[src/rtl/dseg_pkg.sv]
package dseg_pkg;
  localparam int VA_BITS    = 48;
  localparam int PA_BITS    = 41;
  localparam int PAGE_BITS  = 12;
  localparam int LEVEL_BITS = 9;

  typedef enum logic [1:0] {
    SEL_LOWER = 2'd0,
    SEL_UPPER = 2'd1,
    SEL_DISP  = 2'd2,
    SEL_NONE  = 2'd3
  } cfg_sel_e;

  typedef enum logic [1:0] {
    PG_4K  = 2'd0,
    PG_2M  = 2'd1,
    PG_1G  = 2'd2,
    PG_RSV = 2'd3
  } pg_size_e;

  typedef enum logic [1:0] {
    ST_IDLE = 2'd0,
    ST_TLB  = 2'd1,
    ST_WALK = 2'd2
  } xl_state_e;
endpackage

[src/rtl/dseg_regs.sv]
module dseg_regs
  import dseg_pkg::*;
#(
  parameter int VA_W = VA_BITS
) (
  input  logic            clk,
  input  logic            rst,
  input  logic            cfg_wr,
  input  logic [1:0]      cfg_sel,
  input  logic [VA_W-1:0] cfg_wdata,
  output logic [VA_W-1:0] cfg_rdata,
  output logic [VA_W-1:0] lower_o,
  output logic [VA_W-1:0] upper_o,
  output logic [VA_W-1:0] disp_o
);
  cfg_sel_e        sel;
  logic [VA_W-1:0] rd_mux;

  assign sel = cfg_sel_e'(cfg_sel);

  always_comb begin
    case (sel)
      SEL_LOWER: rd_mux = lower_o;
      SEL_UPPER: rd_mux = upper_o;
      SEL_DISP:  rd_mux = disp_o;
      default:   rd_mux = '0;
    endcase
  end

  always_ff @(posedge clk) begin
    if (rst) begin
      lower_o   <= '0;
      upper_o   <= '0;
      disp_o    <= '0;
      cfg_rdata <= '0;
    end else begin
      cfg_rdata <= rd_mux;
      if (cfg_wr) begin
        case (sel)
          SEL_LOWER: lower_o <= cfg_wdata;
          SEL_UPPER: upper_o <= cfg_wdata;
          SEL_DISP:  disp_o  <= cfg_wdata;
          default:   ;
        endcase
      end
    end
  end


  lower_write_chk: assert property (@(posedge clk) disable iff (rst)
    (cfg_wr && sel == SEL_LOWER) |=> (lower_o == $past(cfg_wdata)));


  upper_write_chk: assert property (@(posedge clk) disable iff (rst)
    (cfg_wr && sel == SEL_UPPER) |=> (upper_o == $past(cfg_wdata)));
endmodule

[src/rtl/dseg_match.sv]
module dseg_match
  import dseg_pkg::*;
#(
  parameter int VA_W = VA_BITS,
  parameter int PA_W = PA_BITS
) (
  input  logic [VA_W-1:0] va,
  input  logic [VA_W-1:0] lower,
  input  logic [VA_W-1:0] upper,
  input  logic [VA_W-1:0] disp,
  output logic            in_seg,
  output logic [PA_W-1:0] seg_pa
);
  localparam int HI_W = VA_W - PA_W;

  logic [HI_W-1:0] seg_hi_unused;
  logic            ge_lower;
  logic            lt_upper;

  assign ge_lower = (va >= lower);
  assign lt_upper = (va < upper);
  assign in_seg   = ge_lower && lt_upper;
  assign {seg_hi_unused, seg_pa} = va - disp;
endmodule

[src/rtl/dseg_compose.sv]
module dseg_compose
  import dseg_pkg::*;
#(
  parameter int PA_W = PA_BITS,
  parameter int PG_W = PAGE_BITS,
  parameter int LV_W = LEVEL_BITS
) (
  input  logic [PA_W-1:0]      va_low,
  input  logic [PA_W-PG_W-1:0] ppn,
  input  logic [1:0]           size,
  output logic [PA_W-1:0]      pa
);
  localparam int SH_SMALL = PG_W;
  localparam int SH_MID   = PG_W + LV_W;
  localparam int SH_LARGE = PG_W + 2 * LV_W;

  logic [PA_W-1:0] keep_mask;
  logic [PA_W-1:0] frame;

  assign frame = {ppn, {PG_W{1'b0}}};

  always_comb begin
    case (pg_size_e'(size))
      PG_2M:   keep_mask = ~({PA_W{1'b1}} << SH_MID);
      PG_1G:   keep_mask = ~({PA_W{1'b1}} << SH_LARGE);
      default: keep_mask = ~({PA_W{1'b1}} << SH_SMALL);
    endcase
  end

  assign pa = (frame & ~keep_mask) | (va_low & keep_mask);
endmodule

[src/rtl/dseg_ctrl.sv]
module dseg_ctrl
  import dseg_pkg::*;
#(
  parameter int VA_W = VA_BITS,
  parameter int PA_W = PA_BITS,
  parameter int PG_W = PAGE_BITS
) (
  input  logic                 clk,
  input  logic                 rst,
  input  logic                 req_valid,
  output logic                 req_ready,
  input  logic [VA_W-1:0]      req_va,
  input  logic                 in_seg,
  input  logic [PA_W-1:0]      seg_pa,
  input  logic                 tlb_valid,
  input  logic                 tlb_hit,
  input  logic [PA_W-PG_W-1:0] tlb_ppn,
  input  logic [1:0]           tlb_size,
  output logic                 walk_req_valid,
  output logic [VA_W-PG_W-1:0] walk_vpn,
  input  logic                 walk_rsp_valid,
  input  logic [PA_W-PG_W-1:0] walk_ppn,
  input  logic [1:0]           walk_size,
  input  logic                 walk_fault,
  output logic                 rsp_valid,
  output logic [PA_W-1:0]      rsp_pa,
  output logic                 rsp_seg,
  output logic                 rsp_fault
);
  localparam int PPN_W = PA_W - PG_W;

  xl_state_e        state;
  logic [VA_W-1:0]  va_q;
  logic [PPN_W-1:0] pick_ppn;
  logic [1:0]       pick_size;
  logic [PA_W-1:0]  page_pa;

  assign req_ready = (state == ST_IDLE);
  assign pick_ppn  = (state == ST_WALK) ? walk_ppn  : tlb_ppn;
  assign pick_size = (state == ST_WALK) ? walk_size : tlb_size;

  dseg_compose #(.PA_W(PA_W), .PG_W(PG_W)) u_compose (
    .va_low (va_q[PA_W-1:0]),
    .ppn    (pick_ppn),
    .size   (pick_size),
    .pa     (page_pa)
  );

  always_ff @(posedge clk) begin
    if (rst) begin
      state          <= ST_IDLE;
      va_q           <= '0;
      walk_req_valid <= 1'b0;
      walk_vpn       <= '0;
      rsp_valid      <= 1'b0;
      rsp_pa         <= '0;
      rsp_seg        <= 1'b0;
      rsp_fault      <= 1'b0;
    end else begin
      rsp_valid      <= 1'b0;
      walk_req_valid <= 1'b0;
      case (state)
        ST_IDLE: begin
          if (req_valid) begin
            va_q <= req_va;
            if (in_seg) begin
              rsp_valid <= 1'b1;
              rsp_pa    <= seg_pa;
              rsp_seg   <= 1'b1;
              rsp_fault <= 1'b0;
            end else begin
              state <= ST_TLB;
            end
          end
        end
        ST_TLB: begin
          if (tlb_valid) begin
            if (tlb_hit) begin
              rsp_valid <= 1'b1;
              rsp_pa    <= page_pa;
              rsp_seg   <= 1'b0;
              rsp_fault <= 1'b0;
              state     <= ST_IDLE;
            end else begin
              walk_req_valid <= 1'b1;
              walk_vpn       <= va_q[VA_W-1:PG_W];
              state          <= ST_WALK;
            end
          end
        end
        ST_WALK: begin
          if (walk_rsp_valid) begin
            rsp_valid <= 1'b1;
            rsp_pa    <= walk_fault ? '0 : page_pa;
            rsp_seg   <= 1'b0;
            rsp_fault <= walk_fault;
            state     <= ST_IDLE;
          end
        end
        default: state <= ST_IDLE;
      endcase
    end
  end


  seg_latency_chk: assert property (@(posedge clk) disable iff (rst)
    (rsp_valid && rsp_seg) |-> $past(req_valid && req_ready));


  seg_no_walk_chk: assert property (@(posedge clk) disable iff (rst)
    (req_valid && req_ready && in_seg) |=> (!walk_req_valid && req_ready));


  walk_pulse_chk: assert property (@(posedge clk) disable iff (rst)
    walk_req_valid |=> !walk_req_valid);


  fault_paging_chk: assert property (@(posedge clk) disable iff (rst)
    (rsp_valid && rsp_fault) |-> (!rsp_seg && rsp_pa == '0));


  busy_hold_chk: assert property (@(posedge clk) disable iff (rst)
    (req_valid && req_ready && !in_seg) |=> !req_ready);
endmodule

[src/rtl/dseg_xlate.sv]
module dseg_xlate
  import dseg_pkg::*;
#(
  parameter int VA_W = VA_BITS,
  parameter int PA_W = PA_BITS,
  parameter int PG_W = PAGE_BITS
) (
  input  logic                 clk,
  input  logic                 rst,
  input  logic                 cfg_wr,
  input  logic [1:0]           cfg_sel,
  input  logic [VA_W-1:0]      cfg_wdata,
  output logic [VA_W-1:0]      cfg_rdata,
  input  logic                 req_valid,
  output logic                 req_ready,
  input  logic [VA_W-1:0]      req_va,
  input  logic                 tlb_valid,
  input  logic                 tlb_hit,
  input  logic [PA_W-PG_W-1:0] tlb_ppn,
  input  logic [1:0]           tlb_size,
  output logic                 walk_req_valid,
  output logic [VA_W-PG_W-1:0] walk_vpn,
  input  logic                 walk_rsp_valid,
  input  logic [PA_W-PG_W-1:0] walk_ppn,
  input  logic [1:0]           walk_size,
  input  logic                 walk_fault,
  output logic                 rsp_valid,
  output logic [PA_W-1:0]      rsp_pa,
  output logic                 rsp_seg,
  output logic                 rsp_fault
);
  logic [VA_W-1:0] lower_q;
  logic [VA_W-1:0] upper_q;
  logic [VA_W-1:0] disp_q;
  logic            hit_seg;
  logic [PA_W-1:0] hit_pa;

  dseg_regs #(.VA_W(VA_W)) u_regs (
    .clk       (clk),
    .rst       (rst),
    .cfg_wr    (cfg_wr),
    .cfg_sel   (cfg_sel),
    .cfg_wdata (cfg_wdata),
    .cfg_rdata (cfg_rdata),
    .lower_o   (lower_q),
    .upper_o   (upper_q),
    .disp_o    (disp_q)
  );

  dseg_match #(.VA_W(VA_W), .PA_W(PA_W)) u_match (
    .va     (req_va),
    .lower  (lower_q),
    .upper  (upper_q),
    .disp   (disp_q),
    .in_seg (hit_seg),
    .seg_pa (hit_pa)
  );

  dseg_ctrl #(.VA_W(VA_W), .PA_W(PA_W), .PG_W(PG_W)) u_ctrl (
    .clk            (clk),
    .rst            (rst),
    .req_valid      (req_valid),
    .req_ready      (req_ready),
    .req_va         (req_va),
    .in_seg         (hit_seg),
    .seg_pa         (hit_pa),
    .tlb_valid      (tlb_valid),
    .tlb_hit        (tlb_hit),
    .tlb_ppn        (tlb_ppn),
    .tlb_size       (tlb_size),
    .walk_req_valid (walk_req_valid),
    .walk_vpn       (walk_vpn),
    .walk_rsp_valid (walk_rsp_valid),
    .walk_ppn       (walk_ppn),
    .walk_size      (walk_size),
    .walk_fault     (walk_fault),
    .rsp_valid      (rsp_valid),
    .rsp_pa         (rsp_pa),
    .rsp_seg        (rsp_seg),
    .rsp_fault      (rsp_fault)
  );
endmodule

[config.mk]
export PLATFORM = sky130hd
export DESIGN_NAME = dseg_xlate
export DESIGN_NICKNAME = d
export VERILOG_FILES = /design/src/rtl/dseg_pkg.sv /design/src/rtl/dseg_regs.sv /design/src/rtl/dseg_match.sv /design/src/rtl/dseg_compose.sv /design/src/rtl/dseg_ctrl.sv /design/src/rtl/dseg_xlate.sv
export SDC_FILE = /design/constraint.sdc
export NUM_CORES = 1
export LEC_CHECK = 0
export BUFFER_PORTS_ARGS = -buffer_cell sky130_fd_sc_hd__buf_2
export CORE_ASPECT_RATIO = 0.5
export CORE_MARGIN = 8
export CORE_UTILIZATION = 45
export DETAILED_ROUTE_END_ITERATION = 7
export PLACE_DENSITY = 0.66
export SLEW_MARGIN = 20
export SYNTH_ARGS = -nofsm -noshare
export SYNTH_HDL_FRONTEND = slang
export SYNTH_HIERARCHICAL = 1
export SYNTH_SLANG_ARGS = --single-unit
[constraint.sdc]
create_clock -name clk -period 7.3 [get_ports clk]
set_input_delay 0.365 -clock clk [delete_from_list [all_inputs] [get_ports clk]]
set_output_delay 0.365 -clock clk [all_outputs]
set_load 0.03 [all_outputs]
==> key figures, run 1 <==
Timing
  • Setup-failing EPs final: 0
  • Final Skew: 0.0137 ns
  • Worst slew pin tran: 1.06 ns
  • F_max: 0.198 GHz
  • Tcrit/Tclk final: 69.3%
  • Pins Over Slew Limit: 0
  • Worst setup margin: 2.24 ns
  • Setup TNS: 0 ns
  • Final Hold Viols: 0
  • Worst slew margin: 29.1%
  • Unrepaired setup endpoints after global routing: no
  • Post-route minimum period: 5.06 ns

Clock network
  • Max clock buf depth: 3
  • Clock Latency Late Sink: 0.59 ns
  • # hold bufs at CTS: 0
  • H-tree depth: 1
  • CTS tree: yes
  • Sink Count: 323
  • Gates resized, CTS repair: 0
  • Root Buffer: clkbuf_16
  • CTS Buf Count: 31
  • Setup Fix Bufs, Post-CTS: 0
  • Clock transition at path regs: 0.07 ns

Worst setup path
  • Worst path cell trace: inv_1, ha_1, a21o_1, a21o_1, a21oi_1, nand2_1, o41ai_1, a211oi_1, o21a_1, a211oi_1, nand2b_1, nand4b_4, or2_1, buf_4, a31o_1
  • R2R Setup Slk: 2.24 ns
  • Worst R2R End: u_ctrl/rsp_pa[32]
  • Reg2Reg Depth: 15
  • Reg2reg start: u_regs/upper_o[17]
  • CP max stage cell: a211oi_1
  • Worst Path Required: 7.78 ns
  • CP max stage delay: 0.69 ns
  • Crit path capture type: flip-flop
  • WP data arrival: 5.54 ns
  • CP Class: flip-flop to flip-flop
  • CP Max Fanout: 44
  • Worst setup SP type: flip-flop

Placed design
  • PortBufs: 297
  • Dpl hpwl: 41800 µm
  • Gpl congestion: 0.910
  • Pre-CTS setup slack: 2.03 ns

Floorplan
  • DIE WIDTH: 302 µm
  • Num ports: 298
  • Initial cell density of the core: 45.6%
  • Die area: 48100 µm²
  • Die Ht: 159 µm
  • Core area: 40400 µm²
  • Site row count: 52

Cells and area
  • Layout area overhead: 13.8%
  • Layout cells sized above 1: 19.6%
  • Final net count: 2540
  • Fillers: 3789

Global route
  • GR Util All Layers: 22.4%
  • Initial antenna violation count: 10
  • First-pass GRT wire length: 86800 µm
  • Pin count of the biggest net entering global routing: 108
  • Total grt overflow: 0
  • Vias in the first global route: 14864

Yosys
  • YS warnings: 6
  • Syn_nets: 2343
  • Number of flops mapped to enable cells by yosys: 0
  • Synth top area share: 35.1%
  • Synth cell types: 71
  • Register area share after synthesis: 35.1%
  • Synth Instances: 2031
  • Yosys top cell by area: dfxtp_1
  • Mean post-synth cell area: 9.08 µm²
  • Ys async rst share: 0%
  • Commonest cells in the netlist: 323 x dfxtp_1, 234 x mux2i_1, 205 x nand2_1, 204 x nand2b_1, 145 x inv_1
  • Seq cells post-synth: 323
  • Top post-synthesis cells by area: dfxtp_1 35%, mux2i_1 13%, ha_1 9.7%, nand2b_1 6.9%, nand2_1 4.2%
  • Synth Flop Type: dfxtp_1
  • Count leader, synth: dfxtp_1
  • Synthesized area: 18400 µm²

Detailed routing
  • Routed WL: 56700 µm
  • Routed len/inst: 20.2 µm
  • Met3 wire length: 3470 µm
  • First DRT Iteration DRCs: 1107
  • Pre-antenna DRT Iters: 8
  • Vias: 15248
  • Remaining DRCs: 0
  • Vias per cell: 5.44
  • Routed Antenna Nets: 0
  • Highest Signal Layer: met5
  • Met2 layer wire length in the routed design: 25400 µm
  • WL met1: 26300 µm

Pwr
  • Sequential share of power: 41.4%
  • Internal power: 3.17 mW
  • Comb pwr share: 22.3%
  • Switching Share: 31.2%
  • Worst vdd ir: 0.172 mV
  • Clock share of power: 36.3%
  • Psw: 1.44 mW
  • Leak Pwr: 8.91 nW
  • PD cells: 220 nW/µm²

Min path
  • HP Start: req_va[47]
  • Worst hold path depth: 3
  • Hold-critical path endpoint: u_ctrl/va_q[47]
  • Min-delay worst type: input pin to flip-flop

Flow run
  • Max Cap Viol: 0

Run status
  • Status: complete, no violations
==> worst max-delay path: cells and delay by family (launching register included) <==
kind | cells | cell delay (ns)
flops | 1 | 0.33
simple gates | 4 | 1.53
buf+inv | 2 | 0.39
fa+ha+maj | 1 | 0.28
compound gates | 8 | 2.40
==> final cells by class <==
class                   instances  area, µm²  share of cell area [%]
diodes                          9       22.5                   0.107
clock buffers                  40        860                    4.10
clock inverters                17        186                   0.889
inverters                     147        552                    2.63
multi-input cells            1414      10600                    50.6
flip-flops and latches        323       6470                    30.8
well taps                     540        676                    3.22
repair buffers                311       1600                    7.62
==> cells by family (layout without fill, tap and decap cells) <==
family | Yosys count | count (layout) | share of synthesized area (%)
AND/OR/NAND/NOR | 564 | 564 | 16.0
AO/OA/AOI/OAI | 386 | 386 | 13.8
flip-flops | 323 | 323 | 35.1
buffers and inverters | 294 | 515 | 7.52
multiplexers | 283 | 283 | 16.1
adder cells (fa/ha/maj) | 144 | 144 | 9.81
XOR/XNOR | 37 | 37 | 1.76
other | 0 | 9 | 0
==> stage by stage <==
step	power (mW)	std cells	cell area, µm²	util (%)	hold WS, ns
2_1_floorplan	2.66	2031	18400	-	0.432
3_3_place_gp	2.95	2735	19900	49.3	0.440
3_5_place_dp	2.95	2735	19900	49.3	0.443
4_1_cts	4.62	2792	20900	51.8	0.0254
5_1_grt	4.81	2801	21000	51.9	0.0496
6_report	4.61	2801	21000	51.9	0.0570
==> sequential cells by signal (all words and copies together), names as in the netlist <==
register,flops
u_regs/cfg_rdata,48
u_ctrl/rsp_valid,1
u_ctrl/rsp_seg,1
u_ctrl/va_q,48
u_ctrl/state,2
u_ctrl/rsp_fault,1
u_ctrl/walk_req_valid,1
u_ctrl/walk_vpn,36
u_regs/upper_o,48
u_ctrl/rsp_pa,41
u_regs/lower_o,48
u_regs/disp_o,48
==> layer usage <==
metal | track usage [%] | up-vias
met4 | 6.32 | 2
met2 | 35.3 | 400
li1 | - | 7469
met3 | 4.21 | 84
met5 | 0 | -
met1 | 31.1 | 7293
==> how the worst max path moves through the flow <==
stage	start	endpoint	slack, ns	cells after the start
finish	u_regs/upper_o[17]	u_ctrl/rsp_pa[32]	2.24	15
global route	u_regs/upper_o[37]	u_ctrl/rsp_pa[11]	1.80	16
CTS	u_regs/upper_o[17]	u_ctrl/rsp_pa[10]	2.22	15
detailed placement	req_va[17]	u_ctrl/rsp_pa[10]	2.03	15
global placement	req_va[17]	u_ctrl/rsp_fault	2.05	15
floorplan	req_va[33]	u_ctrl/rsp_pa[26]	3.90	16
==> cell usage in the layout (no fill, tap or decap), types with 17 or more instances in the layout <==
master / n
o22ai_1: 48
nor2_1: 36
inv_1: 145
ha_1: 142
mux2i_1: 234
xnor2_1: 19
mux2_4: 18
a21o_1: 63
clkbuf_16: 31
mux2_2: 31
a21oi_1: 141
nand2_1: 204
nor4_1: 44
nand2b_1: 203
dfxtp_1: 323
buf_2: 296
a31o_1: 42
nand4_1: 30
o21ai_0: 17
xor2_1: 18
==> power groups by stage <==
stage	logic [mW]	registers, mW	clock network (mW)
6_report	1.03	1.91	1.68
5_1_grt	1.11	1.92	1.79
4_1_cts	1.01	1.91	1.71
3_5_place_dp	1.01	1.95	0
3_3_place_gp	1.00	1.94	0
2_1_floorplan	0.657	2.01	0
No activity file was read; power rests on OpenSTA's default activity.
==> run 2, diff against run 1 <==
--- a/config.mk
+++ b/config.mk
@@ -10,7 +10,7 @@
 export CORE_MARGIN = 8
 export CORE_UTILIZATION = 45
 export DETAILED_ROUTE_END_ITERATION = 7
-export PLACE_DENSITY = 0.66
+export PLACE_DENSITY = 0.68
 export SLEW_MARGIN = 20
 export SYNTH_ARGS = -nofsm -noshare
 export SYNTH_HDL_FRONTEND = slang
==> constraint.sdc (replaced) <==
create_clock -name clk -period 4.25 [get_ports clk]
set_input_delay 0.2125 -clock clk [delete_from_list [all_inputs] [get_ports clk]]
set_output_delay 0.2125 -clock clk [all_outputs]
set_load 0.03 [all_outputs]
==> run 2 against run 1 <==
Global-route usage grew 0.43 points. Sequential cell count is the same. Non-clock buffer count grew 48. Critical path depth grew 2.
==> key figures, run 2 (same netlist as run 1, synthesis figures left out) <==
Detailed routing
  • First DRT Iteration DRCs: 1333
  • Pre-antenna DRT Iters: 5
  • Vias per cell: 5.53
  • Vias: 15724
  • Remaining DRCs: 0
  • Routed WL: 57700 µm
  • Routed Antenna Nets: 0
  • Routed len/inst: 20.3 µm

Global route
  • GR Util All Layers: 22.9%
  • Total grt overflow: 0
  • Initial antenna violation count: 1
  • First-pass GRT wire length: 88500 µm
  • Pin count of the biggest net entering global routing: 192
  • Vias in the first global route: 15607

Pwr
  • Worst vdd ir: 0.220 mV
  • PD cells: 379 nW/µm²
  • Leak Pwr: 9.18 nW

Worst setup path
  • Worst setup SP type: input pin
  • Crit path capture type: flip-flop
  • Delay-heaviest family, CP: compound AO/OA/AOI/OAI gates
  • CP max stage cell: dlygate4sd3_1
  • Crit path buf inv count: 3
  • Worst Path Required: 4.72 ns
  • CP Max Fanout: 3
  • CP max stage delay: 0.53 ns
  • CP Class: input pin to flip-flop
  • WP data arrival: 4.33 ns
  • Reg2Reg Depth: 16
  • Worst path cell trace: dlygate4sd3_1, buf_2, inv_1, ha_1, fa_1, nand2b_1, a21oi_1, o21ai_1, a211oi_2, o21bai_1, a22oi_1, a21oi_1, o21ai_1, xnor2_1, mux2i_1, nor4_1, a31o_1
  • Crit path depth: 17

Clock network
  • Clock Latency Late Sink: 0.52 ns
  • Setup Fix Bufs, Post-CTS: 0
  • H-tree depth: 2
  • # hold bufs at CTS: 39
  • Gates resized, CTS repair: 0
  • Max clock buf depth: 3
  • Root Buffer: clkbuf_16
  • CTS Buf Count: 34
  • Sink Count: 323
  • Clock transition at path regs: 0.06 ns
  • CTS tree: yes

Floorplan
  • Die Ht: 159 µm
  • Site row count: 52
  • DIE WIDTH: 302 µm
  • Initial cell density of the core: 45.6%
  • Core area: 40400 µm²
  • Num ports: 298
  • Die area: 48100 µm²

Cells and area
  • Layout cells sized above 1: 19.7%
  • Layout area overhead: 16.7%
  • Commonest non-fill, non-tap cells in the layout: 323 x dfxtp_1, 296 x buf_2, 234 x mux2i_1
  • Ant diodes: 0
  • Most common cell after layout, fill and taps aside: dfxtp_1
  • Fillers: 3723
  • Final net count: 2591
  • Core Util, Final: 53.3%

Placed design
  • Dpl hpwl: 42300 µm
  • Gpl congestion: 0.917
  • PortBufs: 297

Timing
  • Worst slew pin tran: 1.13 ns
  • Final Skew: 0.0160 ns
  • Pins Over Slew Limit: 0
  • Post-route minimum period: 3.86 ns
  • Tcrit/Tclk final: 90.8%
  • Setup TNS: 0 ns
  • F_max: 0.259 GHz
  • Final Hold Viols: 0
  • Unrepaired setup endpoints after global routing: no
  • Worst slew margin: 24.4%
  • Setup-failing EPs final: 0

Run status
  • Status: complete, no violations

Flow run
  • Max Cap Viol: 0

Min path
  • Min-delay worst type: input pin to flip-flop
  • Worst hold path depth: 3
-- run 2: cell types whose count changed in the layout (fill, tap and decap cells not counted), sizes merged --
cell	delta
diode	-9
inv	-1
dlygate4sd3	+39
clkinv	-3
clkinvlp	-3
buf	+9
bufinv	-2
clkbuf	+11
-- run 2: final cells by class --
type                            count  area (µm²)  area share (%)
Inverter                          147         552            2.56
Timing Repair Buffer              359        2070            9.61
Multi-Input combinational cell   1414       10600            49.3
Clock buffer                       51        1070            4.97
Sequential cell                   323        6470            30.0
Clock inverter                      8        71.3           0.331
Tap cell                          540         676            3.14
-- run 2: final timing paths --
kind,from,slack [ns],to
max,req_va[0],0.39,u_ctrl/rsp_pa[40]
min,cfg_wdata[41],0.01,u_regs/lower_o[41]
max reg2reg,u_regs/upper_o[13],0.48,u_ctrl/rsp_pa[25]
min reg2reg,u_ctrl/walk_vpn[31],0.45,u_ctrl/walk_vpn[31]
-- run 2: routing by layer --
layer / global-route usage [%] / vias up / routed length [µm]
met1: 30.4 / 7547 / 25900
met2: 36.6 / 532 / 25900
met3: 4.74 / 114 / 3990
li1: - / 7529 / -
met5: 0 / - / 13
met4: 7.67 / 2 / 1860
-- run 2: through the flow --
step	power, mW	setup WS (ns)	instances	hold WS (ns)	area [µm²]
after floorplan	4.58	0.881	2031	0.348	18400
after global placement	5.08	0.511	2744	0.440	20000
after detailed placement	5.09	0.455	2744	0.444	20000
after CTS	8.18	0.456	2842	0.000775	21500
after global routing	8.48	0.144	2842	0.0192	21500
final	8.16	0.393	2842	0.0112	21500
-- run 2: worst register-to-register path, stage by stage (launching register included) --
cell,delay [ns]
dfxtp_1,0.33
inv_1,0.04
ha_1,0.28
a21o_1,0.18
a21o_1,0.17
a21oi_1,0.19
nand2_1,0.12
o41ai_1,0.61
a211oi_1,0.16
o21a_1,0.20
a211oi_1,0.21
buf_4,0.19
nand2b_1,0.16
nand4b_4,0.10
buf_4,0.28
nor4_1,0.36
a31o_1,0.14
-- run 2: report_power, final --
group | internal, mW | total (mW) | leakage [nW] | switching [mW]
logic | 0.690 | 1.82 | 5.99 | 1.12
clock network | 1.80 | 3.07 | 0.570 | 1.27
registers | 3.18 | 3.28 | 2.63 | 0.0990
total | 5.67 | 8.16 | 9.18 | 2.49
